### config.mk
export PLATFORM = sky130hd
export DESIGN_NAME = uart_rx_status
export DESIGN_NICKNAME = d
export VERILOG_FILES = /design/src/rtl/uart_rx_pkg.sv /design/src/rtl/rx_arm_sync.sv /design/src/rtl/rx_baud_timer.sv /design/src/rtl/rx_frame_fsm.sv /design/src/rtl/rx_status_regs.sv /design/src/rtl/uart_rx_status.sv
export SDC_FILE = /design/constraint.sdc
export NUM_CORES = 1
export LEC_CHECK = 0
export BUFFER_PORTS_ARGS = -buffer_cell sky130_fd_sc_hd__buf_4
export CORE_MARGIN = 2
export CORE_UTILIZATION = 45
export CTS_BUF_LIST = sky130_fd_sc_hd__clkbuf_8
export DETAILED_ROUTE_END_ITERATION = 6
export PLACE_DENSITY = 0.67
export SETUP_SLACK_MARGIN = 0.4
export SYNTH_ARGS = -nofsm -noshare
export SYNTH_HDL_FRONTEND = slang
export SYNTH_HIERARCHICAL = 1
export SYNTH_SLANG_ARGS = --single-unit
### constraint.sdc
create_clock -name clk -period 4.5 [get_ports clk]
set_input_delay 0.225 -clock clk [delete_from_list [all_inputs] [get_ports clk]]
set_output_delay 0.225 -clock clk [all_outputs]
set_load 0.05 [all_outputs]
### src/rtl/uart_rx_pkg.sv
package uart_rx_pkg;

  typedef enum logic [2:0] {
    ST_IDLE,
    ST_START,
    ST_DATA,
    ST_PAR,
    ST_STOP
  } rx_state_e;

  localparam logic [1:0] PAR_NONE = 2'd0;
  localparam logic [1:0] PAR_EVEN = 2'd1;
  localparam logic [1:0] PAR_ODD  = 2'd2;
  localparam logic [1:0] PAR_ZERO = 2'd3;

  // ones_odd: XOR reduction of the data bits; pbit: received parity bit
  function automatic logic parity_bad(input logic ones_odd, input logic pbit,
                                      input logic [1:0] mode);
    case (mode)
      PAR_EVEN: return (ones_odd ^ pbit) != 1'b0;
      PAR_ODD:  return (ones_odd ^ pbit) == 1'b0;
      PAR_ZERO: return pbit != 1'b0;
      default:  return 1'b0;
    endcase
  endfunction

endpackage

### src/rtl/rx_arm_sync.sv
module rx_arm_sync (
  input  logic clk,
  input  logic rst_n,
  input  logic rx_i,
  input  logic pwr_en_i,
  input  logic rx_en_i,
  output logic rx_s_o,
  output logic fall_o,
  output logic armed_o
);
  logic rx_meta, rx_s, rx_prev;
  logic pwr_q, rxen_q, armed_q;

  always_ff @(posedge clk or negedge rst_n) begin
    if (!rst_n) begin
      rx_meta <= 1'b1;
      rx_s    <= 1'b1;
      rx_prev <= 1'b1;
    end else begin
      rx_meta <= rx_i;
      rx_s    <= rx_meta;
      rx_prev <= rx_s;
    end
  end

  // Arming needs power already on when receive enable rises.
  always_ff @(posedge clk or negedge rst_n) begin
    if (!rst_n) begin
      pwr_q   <= 1'b0;
      rxen_q  <= 1'b0;
      armed_q <= 1'b0;
    end else begin
      pwr_q   <= pwr_en_i;
      rxen_q  <= rx_en_i;
      armed_q <= pwr_en_i & rx_en_i & (armed_q | (pwr_q & ~rxen_q));
    end
  end

  assign rx_s_o  = rx_s;
  assign fall_o  = rx_prev & ~rx_s;
  assign armed_o = armed_q;
endmodule

### src/rtl/rx_baud_timer.sv
module rx_baud_timer #(
  parameter int DIV_W   = 8,
  parameter int MIN_DIV = 4
) (
  input  logic             clk,
  input  logic             rst_n,
  input  logic [DIV_W-1:0] div_i,
  input  logic             load_half_i,
  input  logic             load_full_i,
  input  logic             stop_i,
  output logic             tick_o
);
  localparam logic [DIV_W-1:0] MIN_V = DIV_W'(MIN_DIV);

  function automatic logic [DIV_W-1:0] eff_div(input logic [DIV_W-1:0] d);
    return (d < MIN_V) ? MIN_V : d;
  endfunction

  logic [DIV_W-1:0] cnt_q, eff, half_ld, full_ld;
  logic             run_q;

  assign eff     = eff_div(div_i);
  assign half_ld = (eff >> 1) - DIV_W'(1);
  assign full_ld = eff - DIV_W'(1);
  assign tick_o  = run_q && (cnt_q == '0);

  always_ff @(posedge clk or negedge rst_n) begin
    if (!rst_n) begin
      cnt_q <= '0;
      run_q <= 1'b0;
    end else if (stop_i) begin
      run_q <= 1'b0;
    end else if (load_half_i) begin
      cnt_q <= half_ld;
      run_q <= 1'b1;
    end else if (load_full_i) begin
      cnt_q <= full_ld;
      run_q <= 1'b1;
    end else if (run_q && cnt_q != '0) begin
      cnt_q <= cnt_q - DIV_W'(1);
    end else if (tick_o) begin
      run_q <= 1'b0;
    end
  end
endmodule

### src/rtl/rx_frame_fsm.sv
module rx_frame_fsm
  import uart_rx_pkg::*;
#(
  parameter int DATA_W = 8
) (
  input  logic              clk,
  input  logic              rst_n,
  input  logic              armed_i,
  input  logic              fall_i,
  input  logic              rx_s_i,
  input  logic              tick_i,
  input  logic [1:0]        par_mode_i,
  output logic              load_half_o,
  output logic              load_full_o,
  output logic              stop_timer_o,
  output logic              start_ok_o,
  output logic              false_start_o,
  output logic              frame_done_o,
  output logic              busy_o,
  output logic [DATA_W-1:0] shift_o,
  output logic              par_bit_o,
  output logic              stop_bit_o
);
  localparam int IDX_W = (DATA_W > 1) ? $clog2(DATA_W) : 1;
  localparam logic [IDX_W-1:0] LAST_IDX = IDX_W'(DATA_W - 1);

  rx_state_e         state_q;
  logic [IDX_W-1:0]  idx_q;
  logic [DATA_W-1:0] shift_q;
  logic              par_q;
  logic              par_en;

  assign par_en        = (par_mode_i != PAR_NONE);
  assign load_half_o   = armed_i && state_q == ST_IDLE && fall_i;
  assign start_ok_o    = armed_i && state_q == ST_START && tick_i && !rx_s_i;
  assign false_start_o = armed_i && state_q == ST_START && tick_i && rx_s_i;
  assign frame_done_o  = armed_i && state_q == ST_STOP && tick_i;
  assign load_full_o   = start_ok_o ||
                         (armed_i && tick_i && (state_q == ST_DATA || state_q == ST_PAR));
  assign stop_timer_o  = !armed_i || false_start_o || frame_done_o;
  assign busy_o        = state_q != ST_IDLE;
  assign shift_o       = shift_q;
  assign par_bit_o     = par_q;
  assign stop_bit_o    = rx_s_i;

  always_ff @(posedge clk or negedge rst_n) begin
    if (!rst_n) begin
      state_q <= ST_IDLE;
      idx_q   <= '0;
      shift_q <= '0;
      par_q   <= 1'b0;
    end else if (!armed_i) begin
      state_q <= ST_IDLE;
      idx_q   <= '0;
    end else begin
      case (state_q)
        ST_IDLE:  if (load_half_o) state_q <= ST_START;
        ST_START: if (tick_i) begin
          state_q <= rx_s_i ? ST_IDLE : ST_DATA;
          idx_q   <= '0;
        end
        ST_DATA: if (tick_i) begin
          shift_q <= {rx_s_i, shift_q[DATA_W-1:1]};
          if (idx_q == LAST_IDX) begin
            idx_q   <= '0;
            state_q <= par_en ? ST_PAR : ST_STOP;
          end else begin
            idx_q <= idx_q + IDX_W'(1);
          end
        end
        ST_PAR: if (tick_i) begin
          par_q   <= rx_s_i;
          state_q <= ST_STOP;
        end
        ST_STOP: if (tick_i) state_q <= ST_IDLE;
        default: state_q <= ST_IDLE;
      endcase
    end
  end
endmodule

### src/rtl/rx_status_regs.sv
module rx_status_regs
  import uart_rx_pkg::*;
#(
  parameter int DATA_W = 8
) (
  input  logic              clk,
  input  logic              rst_n,
  input  logic              frame_done_i,
  input  logic [DATA_W-1:0] shift_i,
  input  logic              par_bit_i,
  input  logic              stop_bit_i,
  input  logic [1:0]        par_mode_i,
  input  logic              stat_rd_i,
  input  logic              buf_rd_i,
  output logic [DATA_W-1:0] buf_o,
  output logic              ovr_o,
  output logic              par_o,
  output logic              frm_o,
  output logic              done_irq_o,
  output logic              err_irq_o,
  output logic              ovr_cond_o,
  output logic              stat_seen_o
);
  logic [DATA_W-1:0] buf_q;
  logic buf_full_q, seen_q, ovr_q, par_q, frm_q;
  logic par_err, frm_err, new_err, clr;
  logic ovr_n, par_n, frm_n;

  assign ovr_cond_o = buf_full_q | ovr_q | par_q | frm_q;
  assign par_err    = parity_bad(^shift_i, par_bit_i, par_mode_i);
  assign frm_err    = ~stop_bit_i;
  assign new_err    = ovr_cond_o | par_err | frm_err;
  assign clr        = buf_rd_i & seen_q;

  always_comb begin
    ovr_n = clr ? 1'b0 : ovr_q;
    par_n = clr ? 1'b0 : par_q;
    frm_n = clr ? 1'b0 : frm_q;
    if (frame_done_i) begin
      ovr_n = ovr_n | ovr_cond_o;
      par_n = par_n | par_err;
      frm_n = frm_n | frm_err;
    end
  end

  always_ff @(posedge clk or negedge rst_n) begin
    if (!rst_n) begin
      buf_q      <= '0;
      buf_full_q <= 1'b0;
      seen_q     <= 1'b0;
      ovr_q      <= 1'b0;
      par_q      <= 1'b0;
      frm_q      <= 1'b0;
      done_irq_o <= 1'b0;
      err_irq_o  <= 1'b0;
    end else begin
      ovr_q      <= ovr_n;
      par_q      <= par_n;
      frm_q      <= frm_n;
      done_irq_o <= frame_done_i & ~new_err;
      err_irq_o  <= frame_done_i & new_err;
      if (buf_rd_i) begin
        buf_full_q <= 1'b0;
        seen_q     <= 1'b0;
      end
      if (stat_rd_i) seen_q <= 1'b1;
      if (frame_done_i && !ovr_cond_o) begin
        buf_q      <= shift_i;
        buf_full_q <= 1'b1;
      end
    end
  end

  assign buf_o       = buf_q;
  assign ovr_o       = ovr_q;
  assign par_o       = par_q;
  assign frm_o       = frm_q;
  assign stat_seen_o = seen_q;
endmodule

### src/rtl/uart_rx_status.sv
module uart_rx_status #(
  parameter int DATA_W  = 8,
  parameter int DIV_W   = 8,
  parameter int MIN_DIV = 4
) (
  input  logic              clk,
  input  logic              rst_n,
  input  logic              rx_i,
  input  logic              pwr_en_i,
  input  logic              rx_en_i,
  input  logic [DIV_W-1:0]  baud_div_i,
  input  logic [1:0]        par_mode_i,
  input  logic              stat_rd_i,
  input  logic              buf_rd_i,
  output logic [DATA_W-1:0] buf_data_o,
  output logic              err_ovr_o,
  output logic              err_par_o,
  output logic              err_frm_o,
  output logic              done_irq_o,
  output logic              err_irq_o
);
  // Named internal events, also observed by the bound checker.
  logic              rx_s_w, fall_w, armed_w, tick_w;
  logic              load_half_w, load_full_w, stop_timer_w;
  logic              ev_start_ok, ev_false_start, ev_frame_done, busy_w;
  logic [DATA_W-1:0] shift_w;
  logic              par_bit_w, stop_bit_w, ovr_cond_w, stat_seen_w;

  rx_arm_sync u_arm (
    .clk(clk), .rst_n(rst_n), .rx_i(rx_i), .pwr_en_i(pwr_en_i),
    .rx_en_i(rx_en_i), .rx_s_o(rx_s_w), .fall_o(fall_w), .armed_o(armed_w)
  );

  rx_baud_timer #(.DIV_W(DIV_W), .MIN_DIV(MIN_DIV)) u_timer (
    .clk(clk), .rst_n(rst_n), .div_i(baud_div_i), .load_half_i(load_half_w),
    .load_full_i(load_full_w), .stop_i(stop_timer_w), .tick_o(tick_w)
  );

  rx_frame_fsm #(.DATA_W(DATA_W)) u_fsm (
    .clk(clk), .rst_n(rst_n), .armed_i(armed_w), .fall_i(fall_w),
    .rx_s_i(rx_s_w), .tick_i(tick_w), .par_mode_i(par_mode_i),
    .load_half_o(load_half_w), .load_full_o(load_full_w),
    .stop_timer_o(stop_timer_w), .start_ok_o(ev_start_ok),
    .false_start_o(ev_false_start), .frame_done_o(ev_frame_done),
    .busy_o(busy_w), .shift_o(shift_w), .par_bit_o(par_bit_w),
    .stop_bit_o(stop_bit_w)
  );

  rx_status_regs #(.DATA_W(DATA_W)) u_stat (
    .clk(clk), .rst_n(rst_n), .frame_done_i(ev_frame_done), .shift_i(shift_w),
    .par_bit_i(par_bit_w), .stop_bit_i(stop_bit_w), .par_mode_i(par_mode_i),
    .stat_rd_i(stat_rd_i), .buf_rd_i(buf_rd_i), .buf_o(buf_data_o),
    .ovr_o(err_ovr_o), .par_o(err_par_o), .frm_o(err_frm_o),
    .done_irq_o(done_irq_o), .err_irq_o(err_irq_o),
    .ovr_cond_o(ovr_cond_w), .stat_seen_o(stat_seen_w)
  );
endmodule

==> impl_metrics.ini, run 1 <==
[cells_and_area]
final_util_pct = 54.2
diodes = 0
drive_gt1_share_pct = 32.4
nNetsFinal = 260
seq_area_um2 = 1130
synthToLayoutAreaGrowth_pct = 16.4
finalNonFillerCells = 311
fill_cells = 475
multi_input_area_um2 = 1160
stdcell_area_um2 = 2750

[global_routing]
grt-ovfl-total = 0
grt_pass1_vias = 1607
grt_pass1_wl_um = 7330
grtUsageTotal_pct = 15.3
grt_max_degree = 46
antenna_found_initial = 0

[placed_design]
placedCellCount = 302
dp_hpwl_um = 3060
placed_area_um2 = 2650
gp_congestion = 0.870
io_buffers = 29

[floorplan]
ioPinCount = 30
die_y_um = 76.5
fp.dieW_um = 76.5
coreArea_um2 = 5070
initial_utilization_pct = 46.6
die_area_um2 = 5850
row_count = 26

[cts]
cts_max_level = 2
cts_tree = built
cts_resized = 0
clockBufferDepth = 2
numCtsBuffers = 5
cts.clk_slew.worst_paths_ns = 0.09
cts_setup_buffers = 0
clk_latency_ns = 0.29
cts_root_buf = clkbuf_8
hold_buffers = 1
clock_sinks = 45

[route]
drt.antenna.violating_nets = 0
wire_per_inst_um = 13.6
vias = 1637
drtIter0Drc = 86
drc = 0
dr.pass1.iters = 4
drt-total-wl_um = 4230
viasPerCell = 5.26

[worst_setup_path]
crit_buf_inv = 1
endpoint_kind = register
critPathLaunch = u_timer/cnt_q[6]
cpPeakStageDelay_ns = 0.58
cpMostUsedCell = a21oi_1
path_cells = or4_1, nor3_1, nand2_1, a21oi_1, buf_4, mux2_2, mux2i_1, and2_1, nand4_1, xnor2_1, a21oi_1
cp.required_ns = 4.64
start_kind = register
crit_family = simple AND/OR/NAND/NOR gates
reg2reg_slack_ns = 1.16
cp_data_arrival_time_ns = 3.48
worstPathMaxFanout = 10
crit_slowest_cell = nor3_1
crit_cells = 11
r2r-start = u_timer/cnt_q[6]
crit_type = reg2reg
r2r_cells = 11
crit_end = u_timer/cnt_q[5]
r2r_end = u_timer/cnt_q[5]

[sta]
fmax_mhz = 299
post-route-min-period_ns = 3.34
relSlewSlack_pct = 51.5
slew_viol_final = 0
setup_viol_count_final = 0
tightest_slew_ns = 0.723
setup_tns_ns = 0
rsz0062_at_grt = false
worst_clock_skew_ns = 0.00891
fin_crit_sh_pct = 74.3
hold_violations = 0

[logic_synthesis]
synthCells = 207
syn_area_um2 = 2360
avgSynthCellArea_um2 = 11.4
syn-num-nets = 227
synth_warnings = 6

[power_and_ir_drop]
p_per_area_nw_per_um2 = 258
power_leakage_nw = 1.26
irDropWorstVdd_uv = 143

[worst_hold_path]
hold_path.class = in2reg

[status]
status = finished, final reports clean

[run]
drv_cap = 0
-- per-stage QoR --
step | hold WS (ns) | setup slack [ns] | power [mW]
2_1_floorplan | -0.0706 | 1.49 | 0.447
5_1_grt | 0.0130 | 0.877 | 0.746
6_report | 0.0331 | 1.16 | 0.711
3_5_place_dp | 0.268 | 1.16 | 0.474
3_3_place_gp | 0.258 | 1.31 | 0.474
4_1_cts | 0.0212 | 1.15 | 0.721
-- metal layers --
layer | vias to the layer above | global-route usage (%) | wire, um
li1 | 795 | - | -
met3 | 4 | 4.74 | 152
met4 | 0 | 3.82 | 25
met2 | 30 | 24.8 | 2050
met5 | - | 0 | 0
met1 | 808 | 20.0 | 2010
-- state kept, by name, indices dropped and copies added, names as in the netlist, 3 cells and up --
register,count
u_timer/cnt_q,8
u_fsm/shift_o,8
u_fsm/state_q,3
u_fsm/idx_q,3
u_stat/buf_o,8
-- cell type report --
cell class	instances	share of cell area, %
well taps	70	3.18
multi-input cells	146	42.3
flip-flops and latches	45	41.1
clock buffers	5	2.50
repair buffers	32	8.82
inverters	10	1.36
clock inverters	3	0.728
-- cell usage in the layout, fill, tap and decap left out, types with 3 or more instances in the layout --
master and instances:
a21oi_1 11, buf_4 31, clkbuf_8 5, dfrtp_1 42, dfstp_2 3, ha_1 3
inv_1 11, mux2_2 13, mux2_4 10, mux2i_1 8, nand2_1 11, nand3_1 9
nand4_1 3, nor2_1 16, o21ai_0 5, o21ai_1 3, xnor2_1 13
-- worst min-delay path by stage --
stage | startpoint | endpoint | cells past startpoint | slack, ns
final | rx_i | u_arm/rx_meta | 1 | 0.03
after global placement | rst_n | u_stat/stat_seen_o | 1 | 0.26
after CTS | rx_i | u_arm/rx_meta | 1 | 0.02
after floorplan | rst_n | u_arm/armed_o | 0 | -0.07
after global routing | rx_i | u_arm/rx_meta | 1 | 0.01
after detailed placement | rst_n | u_stat/stat_seen_o | 1 | 0.27
-- power breakdown --
group / internal (mW) / leakage [nW] / switching (mW) / total (mW)
combinational: 0.0228 / 0.631 / 0.0267 / 0.0495
clock: 0.108 / 0.0455 / 0.136 / 0.244
sequential: 0.411 / 0.579 / 0.00601 / 0.417
total: 0.542 / 1.26 / 0.169 / 0.711
Note: power is estimated with default switching activity, not from simulation.
==> run 2, diff against run 1 <==
==> constraint.sdc (replaced) <==
create_clock -name clk -period 3.4 [get_ports clk]
set_input_delay 0.17 -clock clk [delete_from_list [all_inputs] [get_ports clk]]
set_output_delay 0.17 -clock clk [all_outputs]
set_load 0.05 [all_outputs]
==> impl_metrics.ini, run 2 (synthesis results as in run 1) <==
[worst_setup_path]
cp.required_ns = 3.63
r2r_cells = 11
crit_family = simple AND/OR/NAND/NOR gates
cpMostUsedCell = a21oi_1
r2r_end = u_timer/cnt_q[6]
endpoint_kind = register
r2r-start = u_timer/cnt_q[1]
path_cells = or4_1, nor3_2, nand2_1, a21oi_1, buf_4, mux2_2, mux2i_2, and2_1, nand4_1, xnor2_1, a21oi_1
cp_data_arrival_time_ns = 3.03
crit_buf_inv = 1
crit_slowest_cell = or4_1
worstPathMaxFanout = 10
cpPeakStageDelay_ns = 0.55
start_kind = register
crit_type = reg2reg
reg2reg_slack_ns = 0.60

[cells_and_area]
synthToLayoutAreaGrowth_pct = 20.4
mostFrequentLayoutCell = dfrtp_1
final_cell_mix = dfrtp_1, buf_4, nor2_1
diodes = 0
stdcell_area_um2 = 2850
nNetsFinal = 265
drive_gt1_share_pct = 34.1

[power_and_ir_drop]
p_per_area_nw_per_um2 = 364
power_mw = 1.04
irDropWorstVdd_uv = 241
power_leakage_nw = 1.30

[global_routing]
grt-ovfl-total = 0
grt_pass1_wl_um = 7530
grtUsageTotal_pct = 16.0
grt_pass1_vias = 1655
antenna_found_initial = 0
grt_max_degree = 46

[sta]
worst_clock_skew_ns = 0.0102
relSlewSlack_pct = 62.8
fin_crit_sh_pct = 82.4
rsz0062_at_grt = false
tightest_slew_ns = 0.559
setup_tns_ns = 0
hold_violations = 0
setup_viol_count_final = 0
slew_viol_final = 0
post-route-min-period_ns = 2.80
fmax_mhz = 357

[cts]
clockBufferDepth = 2
cts_max_level = 2
cts.clk_slew.worst_paths_ns = 0.09
cts_root_buf = clkbuf_8
clk_latency_ns = 0.30
cts_tree = built
clock_sinks = 45
numCtsBuffers = 5
cts_setup_buffers = 0

[floorplan]
coreArea_um2 = 5070
ioPinCount = 30
row_count = 26
initial_utilization_pct = 46.6
die_area_um2 = 5850
fp.dieW_um = 76.5
die_y_um = 76.5

[run]
drv_cap = 0

[status]
status = finished, final reports clean

[worst_hold_path]
hold_end = u_stat/stat_seen_o
min_from = stat_rd_i
hold_depth = 2
hold_path.class = in2reg

[placed_design]
dp_hpwl_um = 3030
placed_area_um2 = 2670
gp_congestion = 0.882
io_buffers = 29

[route]
vias = 1636
dr.pass1.iters = 4
drt-total-wl_um = 4280
drtIter0Drc = 99
drt.antenna.violating_nets = 0
viasPerCell = 5.18
wire_per_inst_um = 13.5
drc = 0
-- run 2: layout make-up --
type	instances	area [um^2]
flip-flops and latches	45	1130
fillers	474	2230
multi-input cells	146	1190
clock inverters	3	47.5
repair buffers	37	288
well taps	70	87.6
clock buffers	5	68.8
inverters	10	37.5
-- run 2: worst max-delay path by stage --
stage                                start  cells after the start          endpoint
final                     u_timer/cnt_q[1]                     11  u_timer/cnt_q[6]
after global routing      u_timer/cnt_q[1]                     11  u_timer/cnt_q[5]
after CTS                 u_timer/cnt_q[1]                     11  u_timer/cnt_q[5]
after detailed placement  u_timer/cnt_q[1]                     11  u_timer/cnt_q[5]
after global placement    u_timer/cnt_q[2]                     11  u_timer/cnt_q[2]
after floorplan           u_timer/cnt_q[2]                     11  u_timer/cnt_q[2]
-- run 2: layer usage --
metal	up-vias	global-route usage, %	part of all wire [%]
li1	812	-	-
met1	777	19.9	46
met2	37	26.4	48
met3	10	3.44	3.9
met4	0	7.82	2.4
met5	-	0	0
-- run 2: what timing repair did --
action                                  4_1_cts  5_1_grt
endpoints found under the hold margin        45        0
endpoints found under the setup margin        0        3
gates resized for setup                       0        3
hold buffers                                  4        0
-- run 2: power breakdown --
group          total, mW  switching, mW  internal [mW]
combinational     0.0694         0.0363         0.0331
sequential         0.552        0.00847          0.544
clock              0.415          0.191          0.224
-- run 2: through the flow --
step / hold WS (ns) / setup slack (ns) / util (%) / std cells
after global routing: 0.0328 / 0.404 / 56.1 / 316
after detailed placement: 0.203 / 0.602 / 52.7 / 304
after global placement: 0.201 / 0.633 / 52.7 / 304
final: 0.0449 / 0.600 / 56.1 / 316
after floorplan: -0.126 / 0.567 / - / 207
after CTS: 0.0348 / 0.564 / 55.7 / 316
